<file path="src/rtl/pwr_seq_pkg.sv">
package pwr_seq_pkg;

   typedef enum logic [1:0] {
      MS_SWRST_OFF = 2'd0,
      MS_SYNC_RST  = 2'd1,
      MS_GATED     = 2'd2,
      MS_RUN       = 2'd3
   } mod_state_e;

   localparam logic [3:0] RG_GLOBAL = 4'h0;
   localparam logic [3:0] RG_DCTL   = 4'h1;
   localparam logic [3:0] RG_DSTAT  = 4'h2;
   localparam logic [3:0] RG_MCTL   = 4'h3;
   localparam logic [3:0] RG_MSTAT  = 4'h4;

   localparam logic [5:0] GI_CMD  = 6'd0;
   localparam logic [5:0] GI_BUSY = 6'd1;
   localparam logic [5:0] GI_PEND = 6'd2;

   localparam int MC_FORCE_BIT = 31;
   localparam int MC_LRST_BIT  = 8;
   localparam int DC_GOOD_BIT  = 8;
   localparam int MS_CLK_BIT   = 12;

   function automatic logic is_clocked(input logic [1:0] st);
      return (st == MS_SYNC_RST) || (st == MS_RUN);
   endfunction

   function automatic logic is_released(input logic [1:0] st);
      return (st == MS_GATED) || (st == MS_RUN);
   endfunction

endpackage

</file>
<file path="src/rtl/pwr_sync.sv">
module pwr_sync #(
   parameter int STAGES = 2
) (
   input  logic clk,
   input  logic rst_n,
   input  logic d,
   output logic q
);
   logic [STAGES-1:0] sh;

   always_ff @(posedge clk or negedge rst_n) begin
      if (!rst_n) sh <= '0;
      else        sh <= {sh[STAGES-2:0], d};
   end

   assign q = sh[STAGES-1];
endmodule

</file>
<file path="src/rtl/pwr_dom_seq.sv">
module pwr_dom_seq #(
   parameter int TRANS_CYC = 4
) (
   input  logic clk,
   input  logic rst_n,
   input  logic start,
   input  logic want_on,
   input  logic good,
   input  logic pend,
   output logic busy,
   output logic apply,
   output logic pwr_done,
   output logic dom_on,
   output logic pwr_req
);
   localparam int CW = (TRANS_CYC > 1) ? $clog2(TRANS_CYC) : 1;

   typedef enum logic [1:0] {DS_IDLE, DS_PWRUP, DS_MODS} dseq_e;

   dseq_e         st;
   logic [CW-1:0] cnt;

   assign busy     = (st != DS_IDLE);
   assign apply    = (st == DS_MODS) && (cnt == CW'(TRANS_CYC - 1));
   assign pwr_done = (st == DS_PWRUP) && pend && good;
   assign pwr_req  = dom_on || (st == DS_PWRUP);

   always_ff @(posedge clk or negedge rst_n) begin
      if (!rst_n) begin
         st     <= DS_IDLE;
         cnt    <= '0;
         dom_on <= 1'b0;
      end else begin
         case (st)
            DS_IDLE: if (start) begin
               cnt <= '0;
               st  <= (!dom_on && want_on) ? DS_PWRUP : DS_MODS;
            end
            DS_PWRUP: if (pwr_done) begin
               cnt    <= '0;
               dom_on <= 1'b1;
               st     <= DS_MODS;
            end
            DS_MODS: if (apply) begin
               st <= DS_IDLE;
               if (!want_on) dom_on <= 1'b0;
            end else begin
               cnt <= cnt + 1'b1;
            end
            default: st <= DS_IDLE;
         endcase
      end
   end
endmodule

</file>
<file path="src/rtl/pwr_mod_unit.sv">
module pwr_mod_unit
   import pwr_seq_pkg::*;
(
   input  logic       clk,
   input  logic       rst_n,
   input  logic       apply,
   input  logic       dom_ok,
   input  logic [1:0] next_st,
   input  logic       force_en,
   input  logic       lrst_n,
   output logic [1:0] cur_st,
   output logic       clk_en,
   output logic       rst_out_n
);
   always_ff @(posedge clk or negedge rst_n) begin
      if (!rst_n) cur_st <= MS_SWRST_OFF;
      else if (apply && (force_en || dom_ok || !is_clocked(next_st)))
         cur_st <= next_st;
   end

   assign clk_en    = is_clocked(cur_st);
   assign rst_out_n = is_released(cur_st) && lrst_n;
endmodule

</file>
<file path="src/rtl/pwr_seq_ctrl.sv">
module pwr_seq_ctrl
   import pwr_seq_pkg::*;
#(
   parameter int N_MOD       = 4,
   parameter int N_DOM       = 2,
   parameter int TRANS_CYC   = 4,
   parameter int SYNC_STAGES = 2
) (
   input  logic             clk,
   input  logic             rst_n,
   input  logic             reg_wr,
   input  logic [11:0]      reg_addr,
   input  logic [31:0]      reg_wdata,
   output logic [31:0]      reg_rdata,
   input  logic [N_DOM-1:0] pwr_ack,
   output logic [N_DOM-1:0] pwr_req,
   output logic [N_MOD-1:0] mod_clk_en,
   output logic [N_MOD-1:0] mod_rst_n
);
   if (N_MOD < 1 || N_MOD > 64) $error("N_MOD must be 1..64");
   if (N_DOM < 1 || N_DOM > 32) $error("N_DOM must be 1..32");
   if (TRANS_CYC < 1)           $error("TRANS_CYC must be at least 1");
   if (SYNC_STAGES == 1)        $error("SYNC_STAGES must be 0 or >= 2");

   logic [3:0] region;
   logic [5:0] idx;
   logic       aligned;
   assign region  = reg_addr[11:8];
   assign idx     = reg_addr[7:2];
   assign aligned = (reg_addr[1:0] == 2'b00);

   logic [N_DOM-1:0] busy_w, apply_w, done_w, dom_on_w, pend_w, start_w;
   logic [N_DOM-1:0] dctl_on, dctl_good;
   logic [1:0]       mctl_next  [N_MOD];
   logic [N_MOD-1:0] mctl_lrst, mctl_force;
   logic [1:0]       mstate     [N_MOD];

   for (genvar d = 0; d < N_DOM; d++) begin : g_dom
      assign start_w[d] = reg_wr && aligned && region == RG_GLOBAL &&
                          idx == GI_CMD && reg_wdata[d] && !busy_w[d];

      if (SYNC_STAGES == 0) begin : g_nosync
         assign pend_w[d] = pwr_ack[d];
      end else begin : g_sync
         pwr_sync #(.STAGES(SYNC_STAGES)) u_sync (
            .clk(clk), .rst_n(rst_n), .d(pwr_ack[d]), .q(pend_w[d]));
      end

      always_ff @(posedge clk or negedge rst_n) begin
         if (!rst_n) begin
            dctl_on[d]   <= 1'b0;
            dctl_good[d] <= 1'b0;
         end else if (reg_wr && aligned && region == RG_DCTL && idx == 6'(d)) begin
            dctl_on[d]   <= reg_wdata[0];
            dctl_good[d] <= reg_wdata[DC_GOOD_BIT];
         end else if (done_w[d]) begin
            dctl_good[d] <= 1'b0;
         end
      end

      pwr_dom_seq #(.TRANS_CYC(TRANS_CYC)) u_seq (
         .clk(clk), .rst_n(rst_n), .start(start_w[d]), .want_on(dctl_on[d]),
         .good(dctl_good[d]), .pend(pend_w[d]), .busy(busy_w[d]),
         .apply(apply_w[d]), .pwr_done(done_w[d]), .dom_on(dom_on_w[d]),
         .pwr_req(pwr_req[d]));
   end

   for (genvar m = 0; m < N_MOD; m++) begin : g_mod
      localparam int DOM = m % N_DOM;

      always_ff @(posedge clk or negedge rst_n) begin
         if (!rst_n) begin
            mctl_next[m]  <= MS_SWRST_OFF;
            mctl_lrst[m]  <= 1'b1;
            mctl_force[m] <= 1'b0;
         end else if (reg_wr && aligned && region == RG_MCTL && idx == 6'(m)) begin
            mctl_next[m]  <= reg_wdata[1:0];
            mctl_lrst[m]  <= reg_wdata[MC_LRST_BIT];
            mctl_force[m] <= reg_wdata[MC_FORCE_BIT];
         end
      end

      pwr_mod_unit u_mod (
         .clk(clk), .rst_n(rst_n), .apply(apply_w[DOM]),
         .dom_ok(dom_on_w[DOM] && dctl_on[DOM]), .next_st(mctl_next[m]),
         .force_en(mctl_force[m]), .lrst_n(mctl_lrst[m]), .cur_st(mstate[m]),
         .clk_en(mod_clk_en[m]), .rst_out_n(mod_rst_n[m]));
   end

   always_comb begin
      reg_rdata = '0;
      if (aligned) begin
         case (region)
            RG_GLOBAL: begin
               if (idx == GI_BUSY) reg_rdata[N_DOM-1:0] = busy_w;
               if (idx == GI_PEND) reg_rdata[N_DOM-1:0] = pend_w;
            end
            RG_DCTL: for (int d = 0; d < N_DOM; d++) begin
               if (idx == 6'(d)) begin
                  reg_rdata[0]           = dctl_on[d];
                  reg_rdata[DC_GOOD_BIT] = dctl_good[d];
               end
            end
            RG_DSTAT: for (int d = 0; d < N_DOM; d++) begin
               if (idx == 6'(d)) reg_rdata[0] = dom_on_w[d];
            end
            RG_MCTL: for (int m = 0; m < N_MOD; m++) begin
               if (idx == 6'(m)) begin
                  reg_rdata[1:0]          = mctl_next[m];
                  reg_rdata[MC_LRST_BIT]  = mctl_lrst[m];
                  reg_rdata[MC_FORCE_BIT] = mctl_force[m];
               end
            end
            RG_MSTAT: for (int m = 0; m < N_MOD; m++) begin
               if (idx == 6'(m)) begin
                  reg_rdata[1:0]        = mstate[m];
                  reg_rdata[MS_CLK_BIT] = is_clocked(mstate[m]);
               end
            end
            default: reg_rdata = '0;
         endcase
      end
   end
endmodule

</file>
<file path="config.mk">
export PLATFORM = sky130hd
export DESIGN_NAME = pwr_seq_ctrl
export DESIGN_NICKNAME = d
export VERILOG_FILES = /design/src/rtl/pwr_seq_pkg.sv /design/src/rtl/pwr_sync.sv /design/src/rtl/pwr_dom_seq.sv /design/src/rtl/pwr_mod_unit.sv /design/src/rtl/pwr_seq_ctrl.sv
export SDC_FILE = /design/constraint.sdc
export NUM_CORES = 1
export LEC_CHECK = 0
export BUFFER_PORTS_ARGS = -buffer_cell sky130_fd_sc_hd__buf_4
export CORE_MARGIN = 2
export CORE_UTILIZATION = 51
export DETAILED_ROUTE_END_ITERATION = 8
export MAX_ROUTING_LAYER = met4
export PLACE_DENSITY = 0.81
export SYNTH_ARGS = -nofsm -noshare
export SYNTH_HDL_FRONTEND = slang
export SYNTH_SLANG_ARGS = --single-unit
</file>
<file path="constraint.sdc">
create_clock -name clk -period 1.65 [get_ports clk]
set_input_delay 0.165 -clock clk [delete_from_list [all_inputs] [get_ports clk]]
set_output_delay 0.165 -clock clk [all_outputs]
set_load 0.005 [all_outputs]
</file>
======== Word level (Yosys, flattened, before mapping) ========
Index checks and enable logic that the tools add are counted.
word-level totals
  flip-flop bits (word level) ............. 42
  latch bits .............................. 0
  memory bits (writable) .................. 0
  memory bits (read-only) ................. 0
  input bits .............................. 49
  output and inout bits ................... 42
  logic and storage cells ................. 219
  memories kept ........................... 0
cells by class
  $add $sub $neg .......................... 2
  multiply operators ...................... 0
  div/mod/pow operators ................... 0
  magnitude comparators ................... 0
  eq/ne operators ......................... 43
  shifts and indexed selects .............. 0
  multiplexer cells ....................... 64
  bitwise gates (word level) .............. 0
  reductions and logical operators ........ 82
operator list
  cell                                                                     count
  2-bit two-way mux                                                        24
  1-bit logical AND                                                        33
  2-bit == test, second input constant                                     16
  32-bit two-way mux                                                       1
  1-bit two-way mux                                                        30
  2-bit one-hot mux with 3 select lines                                    4
  1-bit logical OR                                                         22
  2-bit by 1-bit == test with 1-bit output, second input constant          10
  4-bit AND reduction                                                      4
  6-bit by 2-bit == test with 1-bit output, second input constant          2
  2-bit by 1-bit inequality test with 1-bit output, second input constant  6
  2-bit nonzero test                                                       6
  4-bit by 2-bit == test with 1-bit output, second input constant          2
  1-bit logical NOT                                                        8
  2-bit inequality test, second input constant                             4
  6-bit by 1-bit == test with 1-bit output, second input constant          1
  2-bit logical NOT                                                        3
  6-bit logical NOT                                                        1
  1-bit one-hot mux with 2 select lines                                    3
  3-bit AND reduction                                                      2
  3-bit nonzero test                                                       2
  1-bit one-hot mux with 5 select lines                                    1
  2-bit by 1-bit adder with 2-bit output, second input constant            2
  4-bit by 1-bit == test with 1-bit output, second input constant          1
  3 further kinds                                                          3

======== Depth between registers and ports, before layout ========
Gate-level depths: netlist (run 1).
  depth after elaboration ................. 8
  gate-level depth with buffers ........... 6
  mapped depth without buffers ............ 5

======== Cells and area by module ========
Synthesis (run 1) repeated with hierarchy kept, for this count alone.
unflattened totals
  cells, all modules ...................... 245
  area total of the unflattened synthesis .. 2606.2 um2
modules (own cells, without submodules)
  module                         times used  cells each  area each (um2)  seq. area each (um2)
  pwr_seq_ctrl                   1           132         1460.2           505.5
  pwr_mod_unit                   4           12          118.9            50.0
  pwr_dom_seq at g_dom[1].u_seq  1           30          286.5            125.1
  pwr_dom_seq at g_dom[0].u_seq  1           31          284.0            125.1
  pwr_sync                       2           2           50.0             50.0

======== Least setup slack after synthesis (run 1) ========
OpenSTA, ideal clock, no wires.
  kind .................................... input to register
  from .................................... input reg_addr[3]
  to ...................................... register dctl_on[1]
  setup time .............................. 125 ps
  arrival ................................. 1448 ps
  required time ........................... 1525 ps
  setup slack ............................. 77 ps
  stages on the path ...................... 5
  buffers on the path ..................... 1
  path through ............................ buf_6 > or3_4 > nor3b_4 > and4_4 > mux2_4
on the way
  cells in the longest elaborated chain, start to end .. 2
ends and longest elaborated chain
  element                                   RTL line            source
  start, declared                           pwr_seq_ctrl.sv:12  input logic [11:0] reg_addr,
  6-bit by 1-bit == test with 1-bit output  pwr_seq_ctrl.sv:53  end else if (reg_wr && aligned && region == RG_DCTL && idx == 6'(d)) begin
  1-bit logical AND                         pwr_seq_ctrl.sv:53
  end signal, assigned by index             pwr_seq_ctrl.sv:54  dctl_on[d] <= reg_wdata[0];
  end, declared                             pwr_seq_ctrl.sv:33  logic [N_DOM-1:0] dctl_on, dctl_good;
Every way passes these cells.
A chain may end at the register's enable or synchronous reset.

======== Final worst setup path (run 1) ========
  from .................................... register g_mod[3].u_mod.cur_st[0]
  to ...................................... output reg_rdata[0]
on the way
  cells in the longest elaborated chain, start to end .. 3
ends and longest elaborated chain
  element                                RTL line             source
  start, declared                        pwr_mod_unit.sv:11   output logic [1:0] cur_st,
  start signal, assigned                 pwr_mod_unit.sv:18   cur_st <= next_st;
  2-bit two-way mux                      pwr_seq_ctrl.sv:115  if (idx == 6'(m)) begin
  1-bit one-hot mux with 5 select lines  pwr_seq_ctrl.sv:93   case (region)
  32-bit two-way mux                     pwr_seq_ctrl.sv:92   if (aligned) begin
  end, declared                          pwr_seq_ctrl.sv:14   output logic [31:0] reg_rdata,
Every way passes these cells.

==> impl_metrics.tcl, run 1 <==
set metrics [dict create \
    drt-total-wl_um 5980 \
    slowest_stage "mux4_2" \
    ys_warn_count 0 \
    vias 1998 \
    rows 26 \
    post-route-util_pct 62.6 \
    required_ns 1.48 \
    cts_buffers 5 \
    core_area_um2 5070 \
    seqCellArea_um2 1060 \
    status "finished, violations left" \
    min_period_over_period_pct 107 \
    grt_pass1_vias 2044 \
    dr.first_iter.drc_count 132 \
    end_kind "output pin" \
    worst_slack_ns -0.120 \
    wire_per_inst_um 16.2 \
    p_leak_nw 1.53 \
    synth.avg_cell_area_um2 10.7 \
    numClockSinks 42 \
    start_util_pct 52.4 \
    dieHeight_um 76.2 \
    dieArea_um2 5810 \
    p_per_area_nw_per_um2 796 \
    hold_ws_ns 0.117 \
    min_path_type "primary input to register" \
    postRouteAntennaNets 0 \
    firstDrtPassIters 4 \
    via_per_inst 5.41 \
    synthCells 248 \
    synth_edf_count 0 \
    max-slew-margin-rel_pct 64.6 \
    worst_pin_slew_ns 0.530 \
    worstSetupStartpointType "register" \
    synth_cell_types 57 \
    place_hpwl_um 4340 \
    slowest_delay_ns 0.49 \
    layout_common_cells "buf_4, dfrtp_1, conb_1, mux2_2, nor2_1" \
    nFillCells 424 \
    ios 91 \
    setup_violations 5 \
    finalSetupTns_ns -0.352 \
    clk_pin_slew_ns 0.08 \
    clock_skew_ns 0.00560 \
    area_growth_pct 19.4 \
    die_w_um 76.2 \
    gp_congestion 0.876 \
    drv_slew 0 \
    cts_tree "built" \
    hold_violations 0 \
    drive_gt1_share_pct 40.5 \
    clock_latency_ns 0.31 \
    cts_buffer_depth 2 \
    multi_input_area_um2 1380 \
    root_buffer "clkbuf_8" \
    grt_pass1_wl_um 9980 \
    ys_ff_latch 42 \
    grt_overflow_total 0 \
    remaining_drc_errors 0 \
    synth_area_um2 2660 \
    ir_worst_vdd_mv 0.694 \
    grt_max_degree 43 \
    violations "negative setup slack" \
    critPathMaxFanout 2 \
    final_common_cell "buf_4" \
    path_cells "mux4_2, a22oi_1, a31oi_1, buf_4" \
    fmax_mhz 565 \
    htree_levels 2 \
    antennaDiodeCount 0 \
    io_buffers 35 \
    antenna_found_initial 0 \
    timing_worst_setup_path_type "register to output pin" \
    rsz0062_at_grt "yes" \
    maxCapViolCount 0 \
    post-route-min-period_ns 1.77 \
    grt_usage_pct 22.4 \
    nets 349 \
    arrival_ns 1.60 \
    async_reset_ff_share_pct 100 \
    ys_seq_area_share_pct 39.7 \
    ys.flop_type "dfrtp_1" \
]
flip-flops by register name (all words and copies together) (netlist names):
name	flops
mctl_next	8
g_dom.g_sync.u_sync.sh	4
mctl_lrst	4
g_dom.u_seq.cnt	4
g_dom.u_seq.st	4
dctl_good	2
dctl_on	2
g_mod.u_mod.cur_st	8
g_dom.u_seq.dom_on	2
mctl_force	4
through the flow:
stage	total power, W	setup WS [ns]	cells	instance area, um2
2_1_floorplan	0.00141	0.0774	274	2760
3_3_place_gp	0.00150	0.00304	351	2930
3_5_place_dp	0.00152	-0.0207	351	2930
4_1_cts	0.00254	-0.118	369	3170
5_1_grt	0.00265	-0.218	369	3180
6_report	0.00253	-0.120	369	3180
Yosys cell counts (all sizes together) (3+ instances only):
cell type,n,share of area [%]
nor4b,3,0.99
buf,41,11
o21ai,7,1.3
mux2i,4,1.5
nand2b,4,0.94
dfrtp,38,36
clkbuf,7,0.99
o22a,5,1.6
nor2b,3,0.71
and3,3,0.71
nor2,17,2.4
a21o,4,1.1
nand2,13,1.8
nor3b,3,1.5
mux2,24,10
mux4,4,4.0
a21oi,11,2.1
and2,4,0.94
inv,4,0.56
dfstp,4,4.0
nand3,3,0.94
a31oi,3,0.71
cell families after synthesis:
family                     synth area share [%]
AOI/OAI and AO/OA                          12.1
muxes                                      15.8
adders and majority gates                 0.941
DFF                                        39.7
other                                     0.141
buffers and inverters                      13.0
and+or+nand+nor                            18.4
cell type report:
cell class / count / area share (%)
Sequential cell: 42 / 33.2
Multi-Input combinational cell: 180 / 43.3
Timing Repair Buffer: 65 / 15.7
Clock buffer: 6 / 2.60
Tap cell: 70 / 2.76
Inverter: 4 / 0.473
Clock inverter: 2 / 1.89
layer usage:
metal	global-route usage (%)	vias up	share of wire [%]
met5	-	-	0
met4	7.64	0	2.8
met3	4.62	18	4.5
met2	38.1	69	53
met1	26.7	979	40
li1	-	932	-
final timing paths:
path                                                              from                                      to  slack, ns  depth (start not counted)
worst max-delay path              g_mod[3].u_mod.cur_st[0]$_DFFE_PN0P_                            reg_rdata[0]      -0.12                          4
worst min-delay path                                      reg_wdata[8]                mctl_lrst[0]$_DFFE_PN1P_       0.12                          2
worst max register to register       g_dom[0].u_seq.cnt[0]$_DFFE_PN0P_    g_mod[2].u_mod.cur_st[1]$_DFFE_PN0P_       0.13                          4
worst min register to register  g_dom[0].g_sync.u_sync.sh[0]$_DFF_PN0_  g_dom[0].g_sync.u_sync.sh[1]$_DFF_PN0_       0.35                          0
max in group asynchronous                                        rst_n                mctl_lrst[2]$_DFFE_PN1P_       0.90                          2
min in group asynchronous                                        rst_n    g_mod[2].u_mod.cur_st[0]$_DFFE_PN0P_       0.37                          2
repair_timing:
action | in CTS | in global routing
pin swaps | 5 | 2
resized for setup | 6 | 5
endpoints found under the setup margin | 5 | 6
setup buffers | 7 | 0
hold endpoints to repair | 40 | 0
hold buffers | 3 | 0
worst max-delay path, delay by kind of cell (launching register included):
kind | cells | cell delay, ns
multiplexers | 1 | 0.49
buffers and inverters | 1 | 0.15
AO/OA/AOI/OAI | 2 | 0.27
flip-flops | 1 | 0.39
where the power goes:
group / leakage [nW] / total, W / switching (W) / internal, W
Sequential: 0.542 / 0.00111 / 0.0000341 / 0.00108
Combinational: 0.918 / 0.000391 / 0.000212 / 0.000179
Clock: 0.0714 / 0.00102 / 0.000377 / 0.000646
Total: 1.53 / 0.00253 / 0.000623 / 0.00190
Note: power is estimated with default switching activity, not from simulation.
==> run 2: changes to the inputs <==
Settings changed: ABC_AREA from default to 1, CORE_ASPECT_RATIO from default to 0.9, CORE_UTILIZATION 51 to 50, PLACE_DENSITY 0.81 to 0.8.
==> run 2 against run 1 <==
  * Highest routed layer unchanged
  * Count of clock-buffer cells in the layout rose by 1
  * Sequential share of layout area increased by 2.7 points
  * Power shrank 4.9%
  * Fmax grew 8.4%
  * Die area down 0.82%
  * The flow now finishes without violations
  * Area after synthesis shrank 2.8%
==> impl_metrics.tcl, run 2 <==
set metrics [dict create \
    synthCells 344 \
    critPathMaxFanout 3 \
    dr.first_iter.drc_count 188 \
    min_period_over_period_pct 98.9 \
    post_synth_main_area_contributors "dfrtp_1, nand2_1, buf_4" \
    clk_pin_slew_ns 0.08 \
    worst_pin_slew_ns 0.527 \
    gp_congestion 0.917 \
    arrival_ns 1.47 \
    end_kind "output pin" \
    grt_pass1_wl_um 10000 \
    setup_violations 0 \
    synth_top_area_share_pct 36.8 \
    ios 91 \
    synth_top_family_by_area "simple AND/OR/NAND/NOR gates" \
    htree_levels 2 \
    wire_per_inst_um 13.3 \
    synthTopCellsByCount "nand2_1, inv_1, dfrtp_1, o21ai_0, buf_4" \
    cts_tree "built" \
    rsz0062_at_grt "yes" \
    cts_buffer_depth 2 \
    hold_violations 0 \
    synthMuxAreaShare_pct 0 \
    fin_cells 450 \
    final_common_cell "nand2_1" \
    die_w_um 79.8 \
    status "complete, no violations" \
    grt_max_degree 43 \
    synth_xor_area_share_pct 0 \
    start_util_pct 52.5 \
    clock_latency_ns 0.29 \
    synth_cell_types 27 \
    firstDrtPassIters 5 \
    vias 2300 \
    postRouteAntennaNets 0 \
    ys_seq_area_share_pct 40.9 \
    async_reset_ff_share_pct 100 \
    min_path_type "primary input to register" \
    worstSetupStartpointType "register" \
    grt_usage_pct 23.2 \
    reg_top3 "g_mod.u_mod.cur_st (8), mctl_next (8)" \
    synth_compound_area_share_pct 11.5 \
    drt-total-wl_um 5980 \
    nets 435 \
    ys_warn_count 0 \
    root_buffer "clkbuf_8" \
    post-route-util_pct 59.8 \
    antennaDiodeCount 0 \
    dieArea_um2 5760 \
    synth.most_common_cell "nand2_1" \
    ys_ff_latch 42 \
    synth_area_um2 2580 \
    synth.avg_cell_area_um2 7.51 \
    place_hpwl_um 4400 \
    dieHeight_um 72.2 \
    drive_gt1_share_pct 22.3 \
    final_area_um2 2940 \
    timing_worst_setup_path_type "register to output pin" \
    layout_common_cells "nand2_1, buf_4, inv_1, o21ai_0, dfrtp_1" \
    cts_buffers 5 \
    finalSetupTns_ns 0 \
    clock_skew_ns 0.00207 \
    placed_area_um2 2740 \
    drv_slew 0 \
    required_ns 1.48 \
    rows 24 \
    synthAdderAreaFrac_pct 0.968 \
    remaining_drc_errors 0 \
    p_per_area_nw_per_um2 816 \
    numClockSinks 42 \
    area_growth_pct 13.9 \
    fmax_mhz 613 \
    max-slew-margin-rel_pct 64.9 \
    place_inst 431 \
    synth_edf_count 0 \
    antenna_found_initial 0 \
    hold_ws_ns 0.210 \
    via_per_inst 5.11 \
    grt_overflow_total 0 \
    io_buffers 35 \
    core_area_um2 4920 \
    yosys.area_share.simple_pct 28.1 \
    synth.largest_area_cell "dfrtp_1" \
    maxCapViolCount 0 \
    post-route-min-period_ns 1.63 \
    grt_pass1_vias 2167 \
    ir_worst_vdd_mv 0.440 \
    p_leak_nw 1.48 \
    ys.flop_type "dfrtp_1" \
]
## run 2: where the power goes
| group | switching, W | internal (W) |
|---|---|---|
| Sequential | 0.0000712 | 0.00112 |
| Clock | 0.000349 | 0.000338 |
| Combinational | 0.000314 | 0.000208 |
| Total | 0.000735 | 0.00167 |
## run 2: kinds of logic (layout without fill, tap and decap cells)
| family | Yosys count | after routing |
|---|---|---|
| buffers and inverters | 86 | 101 |
| other | 1 | 27 |
| AND/OR/NAND/NOR | 156 | 156 |
| flip-flops | 42 | 42 |
| adder cells (fa/ha/maj) | 2 | 2 |
| AO/OA/AOI/OAI | 57 | 57 |
## run 2: stage by stage
step | worst slack, ns | total power, W
2_1_floorplan | 0.427 | 0.00158
3_3_place_gp | 0.0768 | 0.00167
3_5_place_dp | 0.0558 | 0.00169
4_1_cts | 0.0000538 | 0.00240
5_1_grt | -0.0971 | 0.00257
6_report | 0.0177 | 0.00240
## run 2: area by class of cell
class / count / area (um2)
fill: 467 / 1980
tap: 65 / 81.3
timing repair buffer: 50 / 387
multi-input combinational: 242 / 1170
inverter: 43 / 161
sequential: 42 / 1060
clock buffer: 7 / 86.3
clock inverter: 1 / 5.00
## run 2: what timing repair did
| action | in CTS | in global routing |
|---|---|---|
| setup buffers | 4 | 4 |
| gates resized for setup | 3 | 8 |
| pin swaps | 1 | 7 |
| setup endpoints to repair | 2 | 8 |
| hold endpoints to repair | 40 | 0 |
| hold buffers | 3 | 0 |
## run 2: critical path, cell delays in order, from the launching register on
cell and delay (ns):
dfrtp_1 0.40, inv_2 0.08, nand2_2 0.06, nand4_1 0.11, a21oi_2 0.07, nor2_1 0.13, nand3_1 0.10, nand2_2 0.09
inv_2 0.04, buf_6 0.10
## run 2: worst paths after layout
kind                                                          endpoint                                    from  cells after the start  slack (ns)
worst max register to register       g_dom[0].u_seq.cnt[0]$_DFFE_PN0P_        g_dom[0].u_seq.st[1]$_DFFE_PN0P_                     10        0.19
min in group asynchronous       g_dom[0].g_sync.u_sync.sh[0]$_DFF_PN0_                                   rst_n                      2        0.38
max in group asynchronous             g_dom[1].u_seq.st[1]$_DFFE_PN0P_                                   rst_n                      2        0.88
worst min register to register  g_dom[1].g_sync.u_sync.sh[1]$_DFF_PN0_  g_dom[1].g_sync.u_sync.sh[0]$_DFF_PN0_                      0        0.35
worst max-delay path                                      reg_rdata[0]        g_dom[0].u_seq.st[1]$_DFFE_PN0P_                      9        0.02
worst min-delay path                         mctl_force[1]$_DFFE_PN0P_                           reg_wdata[31]                      3        0.21
## run 2: routing by layer
layer,track usage (%),part of all wire [%],up-vias
li1,-,-,1111
met1,30.4,45,1061
met2,35.9,46,110
met3,4.23,6.6,18
met4,9.60,2.2,0
met5,-,0,-
